`config.mk`:
```
export PLATFORM = sky130hd
export DESIGN_NAME = ppm_second_trimmer
export DESIGN_NICKNAME = d
export VERILOG_FILES = /design/src/rtl/ppm_trim_pkg.sv /design/src/rtl/trim_stage_reg.sv /design/src/rtl/corr_window_sched.sv /design/src/rtl/sec_prescaler.sv /design/src/rtl/ppm_second_trimmer.sv
export SDC_FILE = /design/constraint.sdc
export NUM_CORES = 1
export LEC_CHECK = 0
export ABC_CLOCK_PERIOD_IN_PS = 7000
export CORE_ASPECT_RATIO = 1.4
export CORE_MARGIN = 1
export CORE_UTILIZATION = 40
export DETAILED_ROUTE_END_ITERATION = 6
export DONT_BUFFER_PORTS = 1
export GPL_TIMING_DRIVEN = 0
export PLACE_DENSITY = 0.53
export SLEW_MARGIN = 0
export SYNTH_ARGS = -nofsm -noshare
export SYNTH_HDL_FRONTEND = slang
export SYNTH_SLANG_ARGS = --single-unit
```
`constraint.sdc`:
```
create_clock -name clk -period 7 [get_ports clk]
set_clock_uncertainty 0.2 [all_clocks]
set_input_delay 2.1 -clock clk [delete_from_list [all_inputs] [get_ports clk]]
set_output_delay 2.1 -clock clk [all_outputs]
set_load 0.05 [all_outputs]
```
`src/rtl/ppm_trim_pkg.sv`:
```
package ppm_trim_pkg;

    // Trim value layout: [2] direction, [1] 10 ppm, [0] 20 ppm
    typedef struct packed {
        logic slow;     // 1 = lengthen seconds (negative correction)
        logic ten;      // 10 ppm weight
        logic twenty;   // 20 ppm weight
    } trim_t;

    // Width of the pending-correction counter
    localparam int CORR_W = 3;

    // Which length the running second uses
    typedef enum logic [1:0] {
        LEN_NOM   = 2'd0,
        LEN_SHORT = 2'd1,
        LEN_LONG  = 2'd2
    } len_sel_e;

    // Whole-count corrections per window: 10 ppm -> 1, 20 ppm -> 2
    function automatic logic [CORR_W-1:0] corr_count(input trim_t t);
        return {1'b0, t.twenty, t.ten};
    endfunction

endpackage

```
`src/rtl/trim_stage_reg.sv`:
```
module trim_stage_reg
    import ppm_trim_pkg::*;
(
    input  logic  clk,
    input  logic  rst,
    input  logic  wr_en,
    input  trim_t wr_data,
    input  logic  win_end,
    output trim_t staged,
    output trim_t active
);

    trim_t staged_q;
    trim_t active_q;

    always_ff @(posedge clk) begin
        if (rst) begin
            staged_q <= '0;
            active_q <= '0;
        end else begin
            if (wr_en)
                staged_q <= wr_data;
            if (win_end)
                active_q <= staged_q;
        end
    end

    assign staged = staged_q;
    assign active = active_q;

    AST_ACTIVE_HOLD: assert property (@(posedge clk) disable iff (rst)
        !win_end |=> $stable(active_q));

endmodule

```
`src/rtl/corr_window_sched.sv`:
```
module corr_window_sched
    import ppm_trim_pkg::*;
#(
    parameter int WINDOW_COUNTS = 100000
) (
    input  logic  clk,
    input  logic  rst,
    input  logic  cnt_en,
    input  logic  sec_end,
    input  trim_t staged,
    output logic  win_end,
    output logic  adj_req
);

    localparam int WIN_W = $clog2(WINDOW_COUNTS);
    localparam logic [WIN_W-1:0] WIN_LAST = WIN_W'(WINDOW_COUNTS - 1);

    logic [WIN_W-1:0]  win_q;
    logic [CORR_W-1:0] pend_q;
    logic [CORR_W-1:0] pend_nxt;
    logic              take;

    assign win_end = cnt_en && (win_q == WIN_LAST);
    assign adj_req = (pend_q != '0);
    assign take    = sec_end && adj_req;

    always_comb begin
        pend_nxt = pend_q - CORR_W'(take);
        if (win_end)
            pend_nxt = pend_nxt + corr_count(staged);
    end

    always_ff @(posedge clk) begin
        if (rst) begin
            win_q  <= '0;
            pend_q <= '0;
        end else begin
            if (cnt_en)
                win_q <= win_end ? '0 : win_q + 1'b1;
            pend_q <= pend_nxt;
        end
    end

    AST_WINDOW_DRAINED: assert property (@(posedge clk) disable iff (rst)
        win_end |-> (pend_q - CORR_W'(take)) == '0);

    AST_PENDING_BOUND: assert property (@(posedge clk) disable iff (rst)
        pend_q <= CORR_W'(3));

endmodule

```
`src/rtl/sec_prescaler.sv`:
```
module sec_prescaler
    import ppm_trim_pkg::*;
#(
    parameter int SEC_COUNTS = 32768
) (
    input  logic clk,
    input  logic rst,
    input  logic cnt_en,
    input  logic adj_req,
    input  logic adj_slow,
    output logic sec_end,
    output logic tick
);

    localparam int PS_W = $clog2(SEC_COUNTS + 2);

    logic [PS_W-1:0] ps_q;
    logic [PS_W-1:0] cur_len;
    len_sel_e        sel_q;
    len_sel_e        sel_nxt;
    logic            tick_q;

    always_comb begin
        case (sel_q)
            LEN_SHORT: cur_len = PS_W'(SEC_COUNTS - 1);
            LEN_LONG:  cur_len = PS_W'(SEC_COUNTS + 1);
            default:   cur_len = PS_W'(SEC_COUNTS);
        endcase
    end

    assign sec_end = cnt_en && (ps_q == cur_len - 1'b1);
    assign sel_nxt = !adj_req ? LEN_NOM : (adj_slow ? LEN_LONG : LEN_SHORT);

    always_ff @(posedge clk) begin
        if (rst) begin
            ps_q   <= '0;
            sel_q  <= LEN_NOM;
            tick_q <= 1'b0;
        end else begin
            tick_q <= sec_end;
            if (cnt_en) begin
                if (sec_end) begin
                    ps_q  <= '0;
                    sel_q <= sel_nxt;
                end else begin
                    ps_q <= ps_q + 1'b1;
                end
            end
        end
    end

    assign tick = tick_q;

    AST_TICK_PULSE: assert property (@(posedge clk) disable iff (rst)
        tick_q |=> !tick_q);

    AST_IDLE_NO_TICK: assert property (@(posedge clk) disable iff (rst)
        !cnt_en |=> !tick_q);

    AST_COUNT_IN_SECOND: assert property (@(posedge clk) disable iff (rst)
        ps_q < cur_len);

    AST_LEN_SEL_LEGAL: assert property (@(posedge clk) disable iff (rst)
        sel_q != 2'd3);

endmodule

```
`src/rtl/ppm_second_trimmer.sv`:
```
module ppm_second_trimmer
    import ppm_trim_pkg::*;
#(
    parameter int SEC_COUNTS    = 32768,
    parameter int WINDOW_COUNTS = 100000
) (
    input  logic       clk,
    input  logic       rst,
    input  logic       cnt_en,
    input  logic       trim_wr,
    input  logic [2:0] trim_wdata,
    output logic       tick_1hz
);

    trim_t staged;
    trim_t active;
    logic  win_end;
    logic  sec_end;
    logic  adj_req;

    trim_stage_reg u_trim (
        .clk     (clk),
        .rst     (rst),
        .wr_en   (trim_wr),
        .wr_data (trim_t'(trim_wdata)),
        .win_end (win_end),
        .staged  (staged),
        .active  (active)
    );

    corr_window_sched #(.WINDOW_COUNTS(WINDOW_COUNTS)) u_sched (
        .clk     (clk),
        .rst     (rst),
        .cnt_en  (cnt_en),
        .sec_end (sec_end),
        .staged  (staged),
        .win_end (win_end),
        .adj_req (adj_req)
    );

    sec_prescaler #(.SEC_COUNTS(SEC_COUNTS)) u_presc (
        .clk      (clk),
        .rst      (rst),
        .cnt_en   (cnt_en),
        .adj_req  (adj_req),
        .adj_slow (active.slow),
        .sec_end  (sec_end),
        .tick     (tick_1hz)
    );

endmodule

```
==> flow_summary.ini <==
[run_status]
status = finished, final reports clean

[global_route]
use_met1_pct = 20.2
grt_first_pass_wirelength_microns = 7600
grt_pass1_vias = 1598
grt_max_degree = 13
grt_use_met3_pct = 3.48
top_usage_layer = met2
grtUsageTotal_pct = 17.3
use_met2_pct = 31.1
grt_overflow_total = 0
antenna_found_initial = 0

[pwr]
power.density_mw_per_mm2 = 188
worst_ir_drop_vdd_mv = 0.112
seqPwrFrac_pct = 57.2
p_switching_uw = 94.5
p_int_uw = 343
netSwitchingFraction_pct = 21.6
clkPwrFrac_pct = 39.8
p_comb_share_pct = 3.1
leakage_uw = 0.000788
p_total_uw = 438

[route]
first_pass_iters = 4
drt-total-wl_microns = 4450
viasPerCell = 5.45
drc_errors = 0
vias = 1722
drt_iter0_markers = 39
wl_per_cell_microns = 14.1
antenna_left = 0

[min_path]
whs_endpoint = u_trim.active[2]$_SDFFE_PP0P_
worstHoldStart = u_trim.staged[2]$_SDFFE_PP0P_
min_path_type = register to register
hold_path_depth = 2

[clock_tree]
cts-htree-levels = 2
cts_tree = done
clock_latency_ps = 290
clkTransAtPathRegs_ps = 80
numCtsBuffers = 5
cts-hold-fix-buffers = 0
cts_resized = 0
cts_setup_buffers = 0
cts_root_buf = clkbuf_8
clk_path_buf_depth = 2
clock_sinks = 43

[setup_path]
crit_start = cnt_en
critPathArrivalTime_ps = 3930
cp.depth = 10
timing.rr.start = u_presc.ps_q[4]$_SDFFE_PP0P_
worstPathCellList = o211ai_1 -> a221oi_2 -> buf_4 -> nor2b_1 -> ha_1 -> ha_1 -> inv_1 -> fa_1 -> nor3_1 -> a211oi_1
worst-r2r-cell-count = 11
cp_max_fo = 10
cp_slowest_cell = fa_1
crit_path_start_kind = primary input
cpMostUsedCell = ha_1
cp-end-kind = register
worst-path-buf-inv = 2
crit_type = primary input to register
reg2reg_slack_ps = 3760
required_ps = 6960
r2r_end = u_sched.pend_q[1]$_SDFF_PP0_
crit_family = adder cells
slowest_delay_ps = 410

[cells_and_area]
antenna_cells = 0
drive_gt1_share_pct = 6.80
areaGrowthSynthToFinish_pct = 8.51
finalNetCount = 264

[placed_design]
gp_congestion = 0.750
portBuffers = 0
pre_cts_ws_ps = 2720
hpwlAfterDp_microns = 3180

[yosys]
syn_area_sq_mm = 0.00215
synth_cells = 242
yosysSeqAreaShare_pct = 40.1
yosys_warnings = 0
syn_avg_cell_area_sq_um = 8.87
syn_nets = 257
ys_ff_latch = 43
ys_types = 42

[timing]
max_freq_ghz = 0.252
slew_headroom_pct = 60.7
final_max_slew_viol_count = 0
layout_min_cycle_time_ps = 3970
rsz0062_at_grt = false
finalHoldViolCount = 0
fin_ws_ps = 3030
hold_slack_ps = 286
tightest_slew_ps = 584
setup_viol = 0
finalCritPeriodShare_pct = 56.8
fin_tns_setup_ps = 0

[die]
pin_count = 8
fp.dieW_microns = 63.9
core_area_sq_mm = 0.00516
fp-row-count = 31
die_area_sq_mm = 0.00567
dieHeight_microns = 88.7
start_util_pct = 41.6

[flow_run]
cap_violations = 0
## layout by cell type, fill, tap and decap left out, types with 2 or more instances in the layout
master,count
xnor2_1,11
clkbuf_8,7
nor2b_1,3
or3b_2,3
nand2_1,11
a21oi_1,7
clkbuf_1,8
nand4_1,13
nor4_1,5
nor3b_1,2
inv_1,9
mux2i_1,4
o21ai_0,6
o211ai_1,2
nand2b_1,4
a211oi_1,5
ha_1,7
and4_1,6
nor2_1,18
buf_2,3
or4_1,2
nor3_1,18
nand3_1,12
dfxtp_1,43
xor2_1,13
and3_1,3
o31ai_1,3
and2_1,2
or3_1,6
## cell usage after synthesis
master,n,area [sq um]
a31o_2,1,8.76
and4b_1,1,10.0
nand4_2,1,12.5
and2_1,2,12.5
mux2i_1,4,40.0
fa_1,1,20.0
nand2_1,11,41.3
o21ai_0,6,30.0
or4_1,2,15.0
and4_1,6,52.6
nor4_1,5,31.3
or2_1,1,6.26
o31ai_1,3,22.5
and3b_1,1,8.76
buf_4,1,7.51
clkbuf_1,7,26.3
o22ai_1,1,6.26
buf_2,3,15.0
nor4bb_1,1,10.0
nand4b_1,1,8.76
ha_1,7,87.6
nand4_1,13,81.3
or3_1,6,37.5
mux2_1,1,11.3
a31oi_1,1,6.26
dfxtp_1,43,861
nor2b_1,3,18.8
xor2_1,13,114
a221oi_2,1,15.0
nor3_1,18,90.1
inv_1,9,33.8
nor2_1,18,67.6
xnor2_1,11,96.3
a211oi_1,5,37.5
o211ai_1,2,15.0
a21oi_1,7,35.0
and3_1,3,18.8
nand2b_1,4,25.0
or3b_2,3,26.3
nor3b_1,2,15.0
o21bai_1,1,7.51
nand3_1,12,60.1
## state kept, by name (all words and copies together), names as in the netlist
signal,flops
u_sched.pend_q,3
u_presc.sel_q,2
u_trim.active,1
u_sched.win_q,17
u_presc.ps_q,16
u_trim.staged,3
u_presc.tick,1
## layout make-up
class	count	area [sq um]
multi-input cells	179	1200
flip-flops and latches	43	861
plain buffers	11	48.8
inverters	9	33.8
well taps	66	82.6
fillers	523	2830
clock buffers	8	100
## logic make-up after synthesis
family	Yosys count	share of synthesized area, %
compound gates	28	8.57
xor+xnor	24	9.80
fa+ha+maj	8	5.01
buf+inv	20	3.85
flops	43	40.1
mux	5	2.39
simple gates	114	30.3
## worst min-delay path: stages, from the launching register on
cell and delay, ps:
dfxtp_1 320, nand3_1 70, a21oi_1 60
## worst max path at each step
stage	end	slack, ps
final	u_sched.pend_q[1]$_SDFF_PP0_	3030
after global routing	u_sched.pend_q[1]$_SDFF_PP0_	2840
after CTS	u_sched.pend_q[1]$_SDFF_PP0_	3030
after detailed placement	u_sched.pend_q[1]$_SDFF_PP0_	2720
after global placement	u_sched.pend_q[1]$_SDFF_PP0_	2720
after floorplan	u_sched.pend_q[1]$_SDFF_PP0_	2900
## metrics by stage
stage / instance area, sq um / std cells / util (%)
finish: 2330 / 316 / 45.1
detailed placement: 2230 / 308 / 43.2
floorplan: 2150 / 242 / -
global route: 2330 / 316 / 45.1
CTS: 2330 / 316 / 45.1
global placement: 2230 / 308 / 43.2
## routing by layer
layer	up-vias	share of wire [%]
li1	890	-
met1	803	46
met2	23	50
met3	6	2.3
met4	0	1.3
met5	-	0
## power groups by stage
| stage | logic (uW) | clock network, uW | registers [uW] |
|---|---|---|---|
| 6_report | 13.4 | 174 | 250 |
| 5_1_grt | 15.1 | 192 | 251 |
| 4_1_cts | 13.6 | 180 | 250 |
| 3_5_place_dp | 13.5 | 0 | 256 |
| 3_3_place_gp | 13.5 | 0 | 256 |
| 2_1_floorplan | 10.6 | 0 | 255 |
(Power assumes the default switching activity.)
